<file path="config.mk">
export PLATFORM = sky130hd
export DESIGN_NAME = spi_hold_front
export DESIGN_NICKNAME = d
export VERILOG_FILES = /design/src/rtl/spi_hold_pkg.sv /design/src/rtl/fe_sync.sv /design/src/rtl/fe_hold_ctl.sv /design/src/rtl/spi_hold_front.sv
export SDC_FILE = /design/constraint.sdc
export NUM_CORES = 1
export LEC_CHECK = 0
export ABC_CLOCK_PERIOD_IN_PS = 3350
export CORE_UTILIZATION = 45
export CTS_CLUSTER_SIZE = 24
export DETAILED_ROUTE_END_ITERATION = 12
export DONT_BUFFER_PORTS = 1
export GPL_TIMING_DRIVEN = 0
export PLACE_DENSITY_LB_ADDON = 0.25
export REMOVE_ABC_BUFFERS = 1
export SLEW_MARGIN = 20
export SYNTH_ARGS = -nofsm -noshare
export SYNTH_HDL_FRONTEND = slang
export SYNTH_SLANG_ARGS = --single-unit
</file>
<file path="constraint.sdc">
create_clock -name clk -period 3.35 [get_ports clk]
set_input_delay 0 -clock clk [delete_from_list [all_inputs] [get_ports clk]]
set_output_delay 0 -clock clk [all_outputs]
set_load 0.01 [all_outputs]
</file>
<file path="src/rtl/spi_hold_pkg.sv">
package spi_hold_pkg;
    localparam int NUM_PINS = 4;
    typedef enum int {
        PIN_SCK  = 0,
        PIN_SI   = 1,
        PIN_CS   = 2,
        PIN_HOLD = 3
    } pin_e;
    // idle levels: clock low, data low, deselected, no pause request
    localparam logic [NUM_PINS-1:0] PIN_IDLE = 4'b1100;
endpackage

</file>
<file path="src/rtl/fe_sync.sv">
module fe_sync #(
    parameter int WIDTH = 4,
    parameter int STAGES = 2,
    parameter logic [WIDTH-1:0] IDLE = '0
) (
    input  logic             clk,
    input  logic             rst_n,
    input  logic [WIDTH-1:0] din,
    output logic [WIDTH-1:0] dout
);
    logic [WIDTH-1:0] stage_q [STAGES];

    for (genvar g = 0; g < STAGES; g++) begin : g_stage
        if (g == 0) begin : g_first
            always_ff @(posedge clk or negedge rst_n) begin
                if (!rst_n) stage_q[g] <= IDLE;
                else        stage_q[g] <= din;
            end
        end else begin : g_next
            always_ff @(posedge clk or negedge rst_n) begin
                if (!rst_n) stage_q[g] <= IDLE;
                else        stage_q[g] <= stage_q[g-1];
            end
        end
    end

    assign dout = stage_q[STAGES-1];
endmodule

</file>
<file path="src/rtl/fe_hold_ctl.sv">
module fe_hold_ctl (
    input  logic clk,
    input  logic rst_n,
    input  logic sel,
    input  logic sck_lvl,
    input  logic hold_lvl,
    output logic paused_q,
    output logic paused_d
);
    // entry and exit are only allowed while the serial clock is low
    always_comb begin
        paused_d = paused_q;
        if (!sel) begin
            paused_d = 1'b0;
        end else if (!paused_q && !hold_lvl && !sck_lvl) begin
            paused_d = 1'b1;
        end else if (paused_q && hold_lvl && !sck_lvl) begin
            paused_d = 1'b0;
        end
    end

    always_ff @(posedge clk or negedge rst_n) begin
        if (!rst_n) paused_q <= 1'b0;
        else        paused_q <= paused_d;
    end
endmodule

</file>
<file path="src/rtl/spi_hold_front.sv">
module spi_hold_front #(
    parameter int SYNC_STAGES = 2,
    parameter int WORD_BITS = 8,
    localparam int IDX_W = $clog2(WORD_BITS)
) (
    input  logic             clk,
    input  logic             rst_n,
    input  logic             sck,
    input  logic             si,
    input  logic             cs_n,
    input  logic             hold_n,
    input  logic             tx_bit,
    output logic             bit_strobe,
    output logic             rx_bit,
    output logic             shift_strobe,
    output logic [IDX_W-1:0] bit_idx,
    output logic             paused,
    output logic             so_oe,
    output logic             so_data
);
    import spi_hold_pkg::*;

    localparam logic [IDX_W-1:0] IDX_LAST = IDX_W'(WORD_BITS - 1);

    typedef struct packed {
        logic             sck_prev;
        logic             bit_strobe;
        logic             shift_strobe;
        logic             rx_bit;
        logic             so_oe;
        logic [IDX_W-1:0] idx;
    } fe_state_t;

    fe_state_t st_d, st_q;

    logic [NUM_PINS-1:0] pins_raw, pins_s;
    logic sck_lvl, si_lvl, sel, hold_lvl;
    logic paused_q, paused_d;
    logic rise, fall, take_bit;

    assign pins_raw[PIN_SCK]  = sck;
    assign pins_raw[PIN_SI]   = si;
    assign pins_raw[PIN_CS]   = cs_n;
    assign pins_raw[PIN_HOLD] = hold_n;

    fe_sync #(
        .WIDTH (NUM_PINS),
        .STAGES(SYNC_STAGES),
        .IDLE  (PIN_IDLE)
    ) u_sync (
        .clk  (clk),
        .rst_n(rst_n),
        .din  (pins_raw),
        .dout (pins_s)
    );

    assign sck_lvl  = pins_s[PIN_SCK];
    assign si_lvl   = pins_s[PIN_SI];
    assign sel      = !pins_s[PIN_CS];
    assign hold_lvl = pins_s[PIN_HOLD];

    fe_hold_ctl u_hold (
        .clk     (clk),
        .rst_n   (rst_n),
        .sel     (sel),
        .sck_lvl (sck_lvl),
        .hold_lvl(hold_lvl),
        .paused_q(paused_q),
        .paused_d(paused_d)
    );

    always_comb begin
        st_d          = st_q;
        rise          = sck_lvl && !st_q.sck_prev;
        fall          = !sck_lvl && st_q.sck_prev;
        take_bit      = rise && sel && !paused_q;
        st_d.sck_prev = sck_lvl;
        st_d.bit_strobe   = take_bit;
        st_d.shift_strobe = fall && sel && !paused_q;
        if (take_bit) begin
            st_d.rx_bit = si_lvl;
            st_d.idx    = (st_q.idx == IDX_LAST) ? '0 : st_q.idx + 1'b1;
        end
        if (!sel) begin
            st_d.idx = '0;
        end
        st_d.so_oe = sel && hold_lvl && !paused_d;
    end

    always_ff @(posedge clk or negedge rst_n) begin
        if (!rst_n) st_q <= '0;
        else        st_q <= st_d;
    end

    assign bit_strobe   = st_q.bit_strobe;
    assign shift_strobe = st_q.shift_strobe;
    assign rx_bit       = st_q.rx_bit;
    assign bit_idx      = st_q.idx;
    assign paused       = paused_q;
    assign so_oe        = st_q.so_oe;
    assign so_data      = st_q.so_oe ? tx_bit : 1'b0;
endmodule

</file>
; Word level (Yosys, flattened, before mapping)
; Cells that the tools add are included.
[op_classes]
n_addsub = 1
n_eq_ne = 1
n_mux = 7
n_reduce_logical = 19
[ops]
columns = operator, count
row1 = logical AND 1 bit, 12
row2 = 2-to-1 mux 3 bit, 3
row3 = zero test 1 bit, 6
row4 = 2-to-1 mux 1 bit, 4
row5 = "adder 3 x 1 -> 3 bit, second input constant", 1
row6 = "== test 3 bit, second input constant", 1
row7 = nonzero test 2 bit, 1
[totals]
regBits = 17
in_bits = 7
output_inout_bits = 9
wordCells = 37

; Longest topological paths before layout
; Gate-level depths: netlist (run 1).
[logic_depth]
ltp_word = 7
depth_mapped = 4
depth_no_buf = 4

; Cells and area by module
; Synthesis (run 1) repeated with hierarchy kept, for this count alone.
[unflattened]
hier_cells = 46
hier_area_um2 = 681.9
[modules_own_cells]
columns = mod, n_inst, cells_each, area_per_inst_um2, seq_area_each_um2
row1 = spi_hold_front, 1, 30, 400.4, 200.2
row2 = fe_sync, 1, 12, 235.2, 205.2
row3 = fe_hold_ctl, 1, 4, 46.3, 25.0

; Worst setup path after synthesis (run 1)
; Ideal clock, no wire load.
[synth_timing]
kind = reg-to-reg
start = register u_hold.paused_q
end = register st_q (netlist bit bit_idx[0])
setup_time_ps = 128
t_arrival_ps = 1112
t_required_ps = 3222
path_slack_ps = 2110
stages_incl_launch_ff = 3
n_path_buf = 0
synth_period_minus_slack_ps = 1240
cell_sequence = dfrtp_1 -> nor3b_2 -> mux2_1
[synth_between]
elab_chain_len = 3
[synth_rtl]
columns = item, line
row1 = from (decl), fe_hold_ctl.sv:7  ; output logic paused_q,
row2 = from (signal assigned), fe_hold_ctl.sv:24  ; else paused_q <= paused_d;
row3 = zero test 1 bit, spi_hold_front.sv:76  ; take_bit = rise && sel && !paused_q;
row4 = logical AND 1 bit, spi_hold_front.sv:76
row5 = nonzero test 2 bit (no line), --
row6 = to (signal assigned), spi_hold_front.sv:92  ; else st_q <= st_d;
row7 = to (decl), spi_hold_front.sv:34  ; fe_state_t st_d, st_q;
; No other way between the ends.
; A chain may end at the register's enable or synchronous reset.

; Worst setup path after layout (run 1)
; Same ends and word-level chain as after synthesis.

==> metrics.md, run 1 <==
| Metric | Value |
|---|---|
| Sequential share of the synthesized area | 66.9% |
| Crit share post-route | 40.0% |
| Total power density per cell area | 499 nW/um^2 |
| Capturing element type of the critical path | register |
| Post-Route Setup TNS | 0 ps |
| Fin. max-slew vios | 0 |
| CTS tree | built |
| Largest voltage drop on the vdd net | 0.000301 V |
| Grt ovf | 0 |
| H-tree levels | 1 |
| Syn Inst Count | 42 |
| Peak Freq | 746 MHz |
| First-pass iteration count of the detailed router | 4 |
| Effective utilization at floorplan | 48.8% |
| IO Count | 16 |
| Routed wire length | 848 um |
| Fraction of layout instances using a drive strength above 1 | 19.1% |
| Via count of the first global-routing pass | 311 |
| Worst Path Arrival | 1500 ps |
| Transition time at the pin with the least slew margin | 733 ps |
| Setup repair after global routing missed its margin | no |
| Number of warnings reported in the yosys synthesis log | 0 |
| Hold Vio Cnt, Final | 0 |
| Count of state elements after synthesis | 17 |
| Via count normalized by instance count | 5.19 |
| Register area | 430 um^2 |
| Slew headroom | 51.0% |
| Fin crit period | 1340 ps |
| Area of the die | 1580 um^2 |
| Vias post-DR | 322 |
| Library cell with the largest summed area after synthesis | sky130_fd_sc_hd__dfrtp_1 |
| Fraction of post-synthesis cell area in the top cell type by area | 50.6% |
| Run status | completed |
| Count of antenna diodes in the layout | 0 |
| Number of DRC violations after detailed-routing iteration 0 | 2 |
| Clk sink count | 17 |
| First-pass GRT wire length | 1310 um |
| Data required time of the worst path | 3510 ps |
| Classification of the worst-slack hold path | in -> out |
| Number of nets with antenna violations after detailed routing | 0 |
| Worst skew pair latency | 280 ps |
| Master cell of the clock root buffer | sky130_fd_sc_hd__clkbuf_4 |
| Initial antenna violation count | 0 |
| CTS buffer count | 3 |
| Combined area of the multi-input logic cells | 181 um^2 |
| Clock Path Buffers | 2 |
| Worst-path clk slew | 90 ps |
| Die width | 39.8 um |
| Netlist cell types | 17 |
| Total standard cell area after synthesis | 643 um^2 |
| Final weighted congestion in routability-driven placement | 0.614 |
| Static leakage | 0.000321 uW |
| Setup violators final | 0 |
| Relative area change from synthesis to final layout | 10.5% |
| Post-CTS Resized | 0 |
| Startpoint Class | register |
| Die H | 39.8 um |
| Global-route usage over all layers | 13.4% |
| Site Rows | 13 |
| Final net count | 57 |
| Crit path kind | reg -> reg |
| Post-route total power | 355 uW |
| Post-Route Skew | 1.45 ps |
| Largest fanout on the critical path | 6 |
| DRC violation count after routing | 0 |
| Core box area | 1320 um^2 |
| Count of fill cells added during filler insertion | 122 |
| Routed length per instance | 13.7 um |
| Max-cap violations | 0 |
| Pin count of the biggest net entering global routing | 18 |
| Average instance area after synthesis | 15.3 um^2 |
| Ranking of synthesized cells by area | sky130_fd_sc_hd__dfrtp_1 (51%), sky130_fd_sc_hd__dfstp_2 (16%), sky130_fd_sc_hd__ha_1 (3.9%), sky130_fd_sc_hd__nand2b_1 (3.9%), sky130_fd_sc_hd__nor4b_4 (3.7%) |
| Count of input and output buffers | 0 |
metrics by stage:
step | std cells | worst slack (ps) | util [%] | cell area [um^2] | hold slack, ps
2_1_floorplan | 38 | 2110 | - | 616 | -296
3_3_place_gp | 53 | 2050 | 48.1 | 634 | -295
3_5_place_dp | 53 | 2000 | 48.1 | 634 | -295
4_1_cts | 62 | 2000 | 53.9 | 711 | 147
5_1_grt | 62 | 1930 | 53.9 | 711 | 165
6_report | 62 | 2010 | 53.9 | 711 | 145
layout make-up:
| cell class | count | area share, % |
|---|---|---|
| tap | 15 | 2.64 |
| multi-input combinational | 20 | 25.5 |
| sequential | 17 | 60.6 |
| inverter | 1 | 0.528 |
| clock buffer | 4 | 3.70 |
| timing repair buffer | 5 | 7.04 |
state kept, by name (all words and copies together) (netlist names):
signal and flops:
so_oe 1, rx_bit 1, u_sync.dout 4, bit_strobe 1
bit_idx 3, st_q 1, u_hold.paused_q 1, u_sync.stage_q 4
shift_strobe 1
critical path, cell delays in order (launching register included):
cell and delay (ps):
sky130_fd_sc_hd__dfrtp_1 500, sky130_fd_sc_hd__nor3b_2 360, sky130_fd_sc_hd__mux2_1 360
metal layers:
layer	global-route usage (%)	part of all wire, %	wire [um]	up-vias
li1	-	-	-	148
met1	15.3	42	354	161
met2	20.9	53	448	13
met3	3.41	5.4	46	0
met4	10.3	0	0	0
met5	0	0	0	-
cells in the mapped netlist, drive strengths merged:
master / instances
a211oi: 1
and2: 1
and2b: 1
buf: 4
dfrtp: 13
dfstp: 4
ha: 2
inv: 1
mux2: 2
mux2i: 2
nand2b: 4
nor2b: 2
nor3: 2
nor3b: 1
nor4b: 2
power breakdown:
part | switching (uW) | total, uW | internal, uW | leakage, uW
clock | 55.4 | 102 | 46.1 | 0.0000150
combinational | 8.85 | 21.1 | 12.2 | 0.0000990
sequential | 13.3 | 232 | 219 | 0.000207
cells by family after synthesis:
kind of cell,synth area share (%)
multiplexers,6.61
AO/OA/AOI/OAI,1.17
adder cells (fa/ha/maj),3.89
buffers and inverters,4.86
flip-flops,66.9
AND/OR/NAND/NOR,16.5
repair_timing:
| item | in CTS | in global routing |
|---|---|---|
| endpoints found under the setup margin | 0 | 0 |
| endpoints found under the hold margin | 21 | 0 |
| buffers inserted | 0 | 0 |
| hold buffers | 5 | 0 |
worst paths after layout:
check / from / end / slack [ps] / cells after the start
worst min register to register: u_sync.stage_q[4]$_DFF_PN0_ / u_sync.dout[0]$_DFF_PN0_ / 360 / 0
worst max-delay path: u_hold.paused_q$_DFF_PN0_ / bit_idx[0]$_DFFE_PN0P_ / 2010 / 2
max in group asynchronous: rst_n / u_hold.paused_q$_DFF_PN0_ / 2670 / 1
worst min-delay path: tx_bit / so_data / 150 / 1
min in group asynchronous: rst_n / u_sync.dout[0]$_DFF_PN0_ / 220 / 1
worst max register to register: u_hold.paused_q$_DFF_PN0_ / bit_idx[0]$_DFFE_PN0P_ / 2010 / 2
layout by cell type (no fill, tap or decap):
cell	n
sky130_fd_sc_hd__clkbuf_4	3
sky130_fd_sc_hd__nor2b_1	2
sky130_fd_sc_hd__nand2b_1	4
sky130_fd_sc_hd__mux2i_1	2
sky130_fd_sc_hd__mux2_1	2
sky130_fd_sc_hd__dlygate4sd3_1	5
sky130_fd_sc_hd__and2_1	1
sky130_fd_sc_hd__clkbuf_1	1
sky130_fd_sc_hd__nor4b_1	1
sky130_fd_sc_hd__and2b_1	1
sky130_fd_sc_hd__dfrtp_1	13
sky130_fd_sc_hd__dfstp_2	4
sky130_fd_sc_hd__nor4b_4	1
sky130_fd_sc_hd__nor3_1	2
sky130_fd_sc_hd__nor3b_2	1
sky130_fd_sc_hd__inv_1	1
sky130_fd_sc_hd__a211oi_1	1
sky130_fd_sc_hd__ha_1	2
No activity file was read; power rests on OpenSTA's default activity.
==> inputs of run 2 (changes only) <==
--- a/config.mk
+++ b/config.mk
@@ -5,7 +5,8 @@
 export SDC_FILE = /design/constraint.sdc
 export NUM_CORES = 1
 export LEC_CHECK = 0
-export ABC_CLOCK_PERIOD_IN_PS = 3350
+export ABC_AREA = 1
+export ABC_CLOCK_PERIOD_IN_PS = 1370
 export CORE_UTILIZATION = 45
 export CTS_CLUSTER_SIZE = 24
 export DETAILED_ROUTE_END_ITERATION = 12
==> constraint.sdc (replaced) <==
create_clock -name clk -period 1.37 [get_ports clk]
set_input_delay 0 -clock clk [delete_from_list [all_inputs] [get_ports clk]]
set_output_delay 0 -clock clk [all_outputs]
set_load 0.01 [all_outputs]
==> metrics.md, run 2 <==
| Metric | Value |
|---|---|
| Capture endpoint of the worst hold path | so_data |
| Post-Route Skew | 1.13 ps |
| Fraction of post-synthesis cell area in the top cell type by area | 52.0% |
| Top-count cell post-synth | sky130_fd_sc_hd__dfrtp_1 |
| Number of cells on the worst reg-to-reg path | 4 |
| Number of DRC violations after detailed-routing iteration 0 | 0 |
| Vias post-DR | 348 |
| Worst stage delay on the critical path | 450 ps |
| Setup violators final | 0 |
| Netlist cell types | 15 |
| Die width | 39.3 um |
| Post-synth top cells | sky130_fd_sc_hd__dfrtp_1 (13), sky130_fd_sc_hd__nand2_1 (7), sky130_fd_sc_hd__nand3_1 (7), sky130_fd_sc_hd__dfstp_2 (4), sky130_fd_sc_hd__inv_1 (4) |
| Count of antenna diodes in the layout | 0 |
| Fraction of layout instances using a drive strength above 1 | 22.8% |
| Max-cap violations | 0 |
| Hold Path Stages | 2 |
| Largest voltage drop on the vdd net | 0.000677 V |
| Post-route total power | 868 uW |
| Largest fanout on the critical path | 4 |
| Final Non-Filler Cells | 72 |
| Hold Vio Cnt, Final | 0 |
| List of cells traversed by the critical path | ha_1 > ha_1 > nand3_1 > nand2_1 |
| Area of the die | 1540 um^2 |
| Average instance area after synthesis | 12.3 um^2 |
| CTS buffer count | 3 |
| Leading register cell type out of synthesis | sky130_fd_sc_hd__dfrtp_1 |
| Beginning of the worst hold path | tx_bit |
| Post-Route Setup TNS | 0 ps |
| Endpoint of the most critical register-to-register path | bit_idx[2]$_DFFE_PN0P_ |
| Post-place instance area | 622 um^2 |
| Fraction of the mapped netlist area in adder cells | 4.00% |
| Critical-path cell with the highest stage delay | sky130_fd_sc_hd__dfrtp_1 |
| Most common cell after layout, fill and taps aside | sky130_fd_sc_hd__dfrtp_1 |
| Detail Placement HPWL | 552 um |
| Effective utilization at floorplan | 48.1% |
| IO Count | 16 |
| Ranking of synthesized cells by area | sky130_fd_sc_hd__dfrtp_1 (52%), sky130_fd_sc_hd__dfstp_2 (17%), sky130_fd_sc_hd__nand3_1 (5.6%), sky130_fd_sc_hd__nand2_1 (4.2%), sky130_fd_sc_hd__ha_1 (4.0%) |
| Share of the synthesized area in compound gates (AO/OA/AOI/OAI) | 0.800% |
| Classification of the worst-slack hold path | in -> out |
| Crit-path leading delay family | adder cells |
| Global-route usage over all layers | 14.2% |
| Transition time at the pin with the least slew margin | 733 ps |
| Crit path top cell by count | sky130_fd_sc_hd__ha_1 |
| H-tree levels | 1 |
| Final weighted congestion in routability-driven placement | 0.650 |
| Fin. max-slew vios | 0 |
| Crit share post-route | 86.8% |
| Count of input and output buffers | 0 |
| Largest family of logic cells by synthesized area | simple AND/OR/NAND/NOR gates |
| Post-route cell area | 698 um^2 |
| Number of enable-type register cells in the synthesized netlist | 0 |
| Multiplexer share of the synthesized area | 0% |
| Via count normalized by instance count | 4.83 |
| First-pass GRT wire length | 1350 um |
| Via count of the first global-routing pass | 341 |
| Master cell of the clock root buffer | sky130_fd_sc_hd__clkbuf_4 |
| Clk sink count | 17 |
| Initial antenna violation count | 0 |
| Data required time of the worst path | 1540 ps |
| Inst Count DP | 63 |
| Total power density per cell area | 1240 nW/um^2 |
| DRC violation count after routing | 0 |
| First-pass iteration count of the detailed router | 1 |
| Async SR Flop Fraction | 100% |
| Library cell with the largest summed area after synthesis | sky130_fd_sc_hd__dfrtp_1 |
| Die H | 39.3 um |
| Worst reg2reg path startpoint | bit_idx[0]$_DFFE_PN0P_ |
| Critical path buffer and inverter count | 0 |
| Xor/xnor share of the synthesized area | 0% |
| Syn Inst Count | 51 |
| Relative area change from synthesis to final layout | 11.6% |
| Routed length per instance | 10.8 um |
| Clock Path Buffers | 2 |
| Pin count of the biggest net entering global routing | 18 |
| Setup repair after global routing missed its margin | no |
| Synth Area in Simple Gates | 19.0% |
| Post-CTS Resized | 0 |
| Worst-path clk slew | 90 ps |
| Startpoint Class | register |
| Capturing element type of the critical path | register |
| Crit path kind | reg -> reg |
| Leading cell types in the layout, fill and taps excluded | sky130_fd_sc_hd__dfrtp_1 (13), sky130_fd_sc_hd__nand3_1 (7), sky130_fd_sc_hd__nand2_1 (7) |
| Core occupancy in the finished layout | 53.7% |
| Peak Freq | 841 MHz |
| Fin crit period | 1190 ps |
| Site Rows | 13 |
| Worst Path Arrival | 1360 ps |
| Run status | completed |
| CTS tree | built |
| Routed wire length | 777 um |
| Slew headroom | 51.0% |
| FF-to-FF setup slack | 180 ps |
| Static leakage | 0.000367 uW |
| Worst skew pair latency | 270 ps |
| Count of state elements after synthesis | 17 |
| Core box area | 1300 um^2 |
| Sequential share of the synthesized area | 68.8% |
| Number of warnings reported in the yosys synthesis log | 0 |
| Final net count | 67 |
| Total standard cell area after synthesis | 626 um^2 |
| Number of nets with antenna violations after detailed routing | 0 |
| Grt ovf | 0 |
-- run 2: cell types whose count changed in the layout (fill, tap and decap cells not counted), moves of 3 or more --
cell,before,now
sky130_fd_sc_hd__inv_1,1,4
sky130_fd_sc_hd__nand3_1,0,7
sky130_fd_sc_hd__nand2b_1,4,0
sky130_fd_sc_hd__nor2_1,0,3
sky130_fd_sc_hd__nand2_1,0,7
-- run 2: layer usage --
metal / share of wire, % / global-route usage (%) / up-vias
met4: 1.4 / 10.3 / 0
met5: 0 / 0 / -
met1: 43 / 15.1 / 167
met2: 52 / 22.9 / 10
li1: - / - / 169
met3: 3.2 / 5.11 / 2
-- run 2: worst max-delay path by stage --
stage | slack, ps | from | endpoint | depth (start not counted)
2_1_floorplan | 250 | bit_idx[0]$_DFFE_PN0P_ | bit_idx[2]$_DFFE_PN0P_ | 4
3_3_place_gp | 220 | bit_idx[0]$_DFFE_PN0P_ | bit_idx[2]$_DFFE_PN0P_ | 4
3_5_place_dp | 180 | bit_idx[0]$_DFFE_PN0P_ | bit_idx[2]$_DFFE_PN0P_ | 4
4_1_cts | 160 | bit_idx[0]$_DFFE_PN0P_ | bit_idx[2]$_DFFE_PN0P_ | 4
5_1_grt | 100 | bit_idx[0]$_DFFE_PN0P_ | bit_idx[0]$_DFFE_PN0P_ | 5
6_report | 180 | bit_idx[0]$_DFFE_PN0P_ | bit_idx[2]$_DFFE_PN0P_ | 4
-- run 2: logic make-up (layout without fill, tap and decap cells) --
family / Yosys count / in the layout
DFF: 17 / 17
adders and majority gates: 2 / 2
and+or+nand+nor: 22 / 22
buffers and inverters: 9 / 15
AOI/OAI and AO/OA: 1 / 1
-- run 2: cell type report --
| type | instances | area, um^2 |
|---|---|---|
| flip-flops and latches | 17 | 430 |
| clock buffers | 4 | 26.3 |
| repair buffers | 5 | 50.0 |
| inverters | 6 | 23.8 |
| multi-input cells | 25 | 149 |
| well taps | 15 | 18.8 |
| fillers | 114 | 603 |
-- run 2: per-stage QoR --
step	worst slack (ps)	hold slack (ps)
2_1_floorplan	251	-296
3_3_place_gp	219	-295
3_5_place_dp	181	-295
5_1_grt	95.7	110
6_report	181	95.4
4_1_cts	163	98.1
-- run 2: power by group --
| part | switching (uW) | total (uW) | internal (uW) |
|---|---|---|---|
| clock network | 138 | 251 | 113 |
| registers | 27.1 | 561 | 534 |
| logic | 32.6 | 55.5 | 22.9 |
| total | 198 | 868 | 670 |
-- run 2: timing repair --
item / 4_1_cts / 5_1_grt
hold buffers: 5 / 0
setup buffers: 0 / 0
endpoints found under the hold margin: 21 / 0
==> inputs of run 3 (changes only) <==
--- a/config.mk
+++ b/config.mk
@@ -8,6 +8,7 @@
 export ABC_AREA = 1
 export ABC_CLOCK_PERIOD_IN_PS = 1370
 export CORE_UTILIZATION = 45
+export CTS_BUF_LIST = sky130_fd_sc_hd__clkbuf_16
 export CTS_CLUSTER_SIZE = 24
 export DETAILED_ROUTE_END_ITERATION = 12
 export DONT_BUFFER_PORTS = 1
==> metrics.md, run 3 (synthesis gave the netlist of run 2 again) <==
| Metric | Value |
|---|---|
| Run status | completed |
| Crit path kind | reg -> reg |
| Crit share post-route | 86.3% |
| Share of total power in combinational logic | 4.7% |
| Final weighted congestion in routability-driven placement | 0.650 |
| First-pass iteration count of the detailed router | 1 |
| Total power density per cell area | 1570 nW/um^2 |
| CTS tree | built |
| Fraction of layout instances using a drive strength above 1 | 22.8% |
| Worst stage delay on the critical path | 440 ps |
| Worst Path Arrival | 1310 ps |
| Smallest hold slack | 95.4 ps |
| Initial antenna violation count | 0 |
| Relative area change from synthesis to final layout | 20.0% |
| Largest voltage drop on the vdd net | 0.00123 V |
| Clk sink count | 17 |
| Psw | 233 uW |
| Grt ovf | 0 |
| Hold Vio Cnt, Final | 0 |
| Setup violators final | 0 |
| Post-CTS repair timing setup buffer count | 0 |
| Peak Freq | 846 MHz |
| Die width | 39.3 um |
| Count of antenna diodes in the layout | 0 |
| CTS buffer count | 3 |
| List of cells traversed by the critical path | ha_1 > ha_1 > nand3_1 > nand2_1 |
| Effective utilization at floorplan | 48.1% |
| Proportion of power drawn by the clock network | 47.5% |
| Number of nets with antenna violations after detailed routing | 0 |
| Pin count of the biggest net entering global routing | 18 |
| Post-CTS Resized | 0 |
| Count of input and output buffers | 0 |
| Setup repair after global routing missed its margin | no |
| Max-cap violations | 0 |
| Count of fill cells added during filler insertion | 108 |
| Crit path top cell by count | sky130_fd_sc_hd__ha_1 |
| Vias post-DR | 346 |
| Routed length per instance | 11.1 um |
| Worst-path clk slew | 50 ps |
| Critical-path cell with the highest stage delay | sky130_fd_sc_hd__dfrtp_1 |
| Slew headroom | 51.1% |
| Fin crit period | 1180 ps |
| Most common cell after layout, fill and taps aside | sky130_fd_sc_hd__dfrtp_1 |
| Number of DRC violations after detailed-routing iteration 0 | 0 |
| Die H | 39.3 um |
| Startpoint Class | register |
| Via count of the first global-routing pass | 341 |
| Final net count | 67 |
| Post-Route Setup TNS | 0 ps |
| IO Count | 16 |
| Part of the power in registers | 47.8% |
| Core box area | 1300 um^2 |
| Transition time at the pin with the least slew margin | 731 ps |
| Via count normalized by instance count | 4.81 |
| Routed wire length | 797 um |
| Clock Path Buffers | 2 |
| H-tree levels | 1 |
| Worst skew pair latency | 240 ps |
| First-pass GRT wire length | 1380 um |
| Site Rows | 13 |
| Largest fanout on the critical path | 4 |
| Total internal power | 945 uW |
| Master cell of the clock root buffer | sky130_fd_sc_hd__clkbuf_16 |
| Fin. max-slew vios | 0 |
| Capturing element type of the critical path | register |
| Leading cell types in the layout, fill and taps excluded | sky130_fd_sc_hd__dfrtp_1 (13), sky130_fd_sc_hd__nand3_1 (7), sky130_fd_sc_hd__nand2_1 (7) |
| Sw Ratio | 19.8% |
| Classification of the worst-slack hold path | in -> out |
| Data required time of the worst path | 1500 ps |
| Detail Placement HPWL | 552 um |
| Area of the die | 1540 um^2 |
| Static leakage | 0.000395 uW |
| Post-Route Skew | 1.81 ps |
| DRC violation count after routing | 0 |
| Global-route usage over all layers | 15.0% |
run 3: path summary, 6_finish.rpt:
check | startpoint | endpoint | cells past startpoint | slack, ps
worst min register to register | u_sync.stage_q[5]$_DFF_PN0_ | u_sync.dout[1]$_DFF_PN0_ | 0 | 350
min in group asynchronous | rst_n | u_hold.paused_q$_DFF_PN0_ | 1 | 260
worst min-delay path | tx_bit | so_data | 2 | 100
worst max-delay path | bit_idx[0]$_DFFE_PN0P_ | bit_idx[2]$_DFFE_PN0P_ | 4 | 190
worst max register to register | bit_idx[0]$_DFFE_PN0P_ | bit_idx[2]$_DFFE_PN0P_ | 4 | 190
max in group asynchronous | rst_n | bit_strobe$_DFF_PN0_ | 1 | 650
run 3: timing repair:
item	4_1_cts	5_1_grt
endpoints found under the setup margin	0	0
hold endpoints to repair	21	0
hold buffers	5	0
run 3: layout make-up:
cell class / count / area, um^2 / area share (%)
Sequential cell: 17 / 430 / 57.3
Multi-Input combinational cell: 25 / 149 / 19.8
Clock buffer: 3 / 75.1 / 10.0
Timing Repair Buffer: 5 / 50.0 / 6.67
Inverter: 6 / 23.8 / 3.17
Tap cell: 15 / 18.8 / 2.50
Clock inverter: 1 / 3.75 / 0.500
run 3: critical path, delay by kind of cell, from the launching register on:
family	cells	cell delay [ps]
adders and majority gates	2	500
DFF	1	440
and+or+nand+nor	2	140
run 3: power by group through the flow:
stage          clock (uW)  sequential (uW)  combinational (uW)
2_1_floorplan           0              567                31.1
3_3_place_gp            0              570                34.8
3_5_place_dp            0              571                35.9
4_1_cts               572              564                57.2
5_1_grt               604              567                64.4
6_report              560              563                55.2
run 3: per-layer routing:
layer,up-vias,track usage (%),part of all wire (%)
met1,163,15.4,42
met5,-,0,0
li1,168,-,-
met3,2,8.52,5.8
met2,13,22.9,50
met4,0,10.3,1.4
run 3: per-stage QoR:
step	total power, uW	instance area, um^2	setup WS (ps)	instances	util [%]
after floorplan	598	603	251	48	-
after global placement	605	622	219	63	47.8
after detailed placement	607	622	181	63	47.8
after CTS	1190	751	171	72	57.7
after global routing	1230	751	107	72	57.7
final	1180	751	188	72	57.7
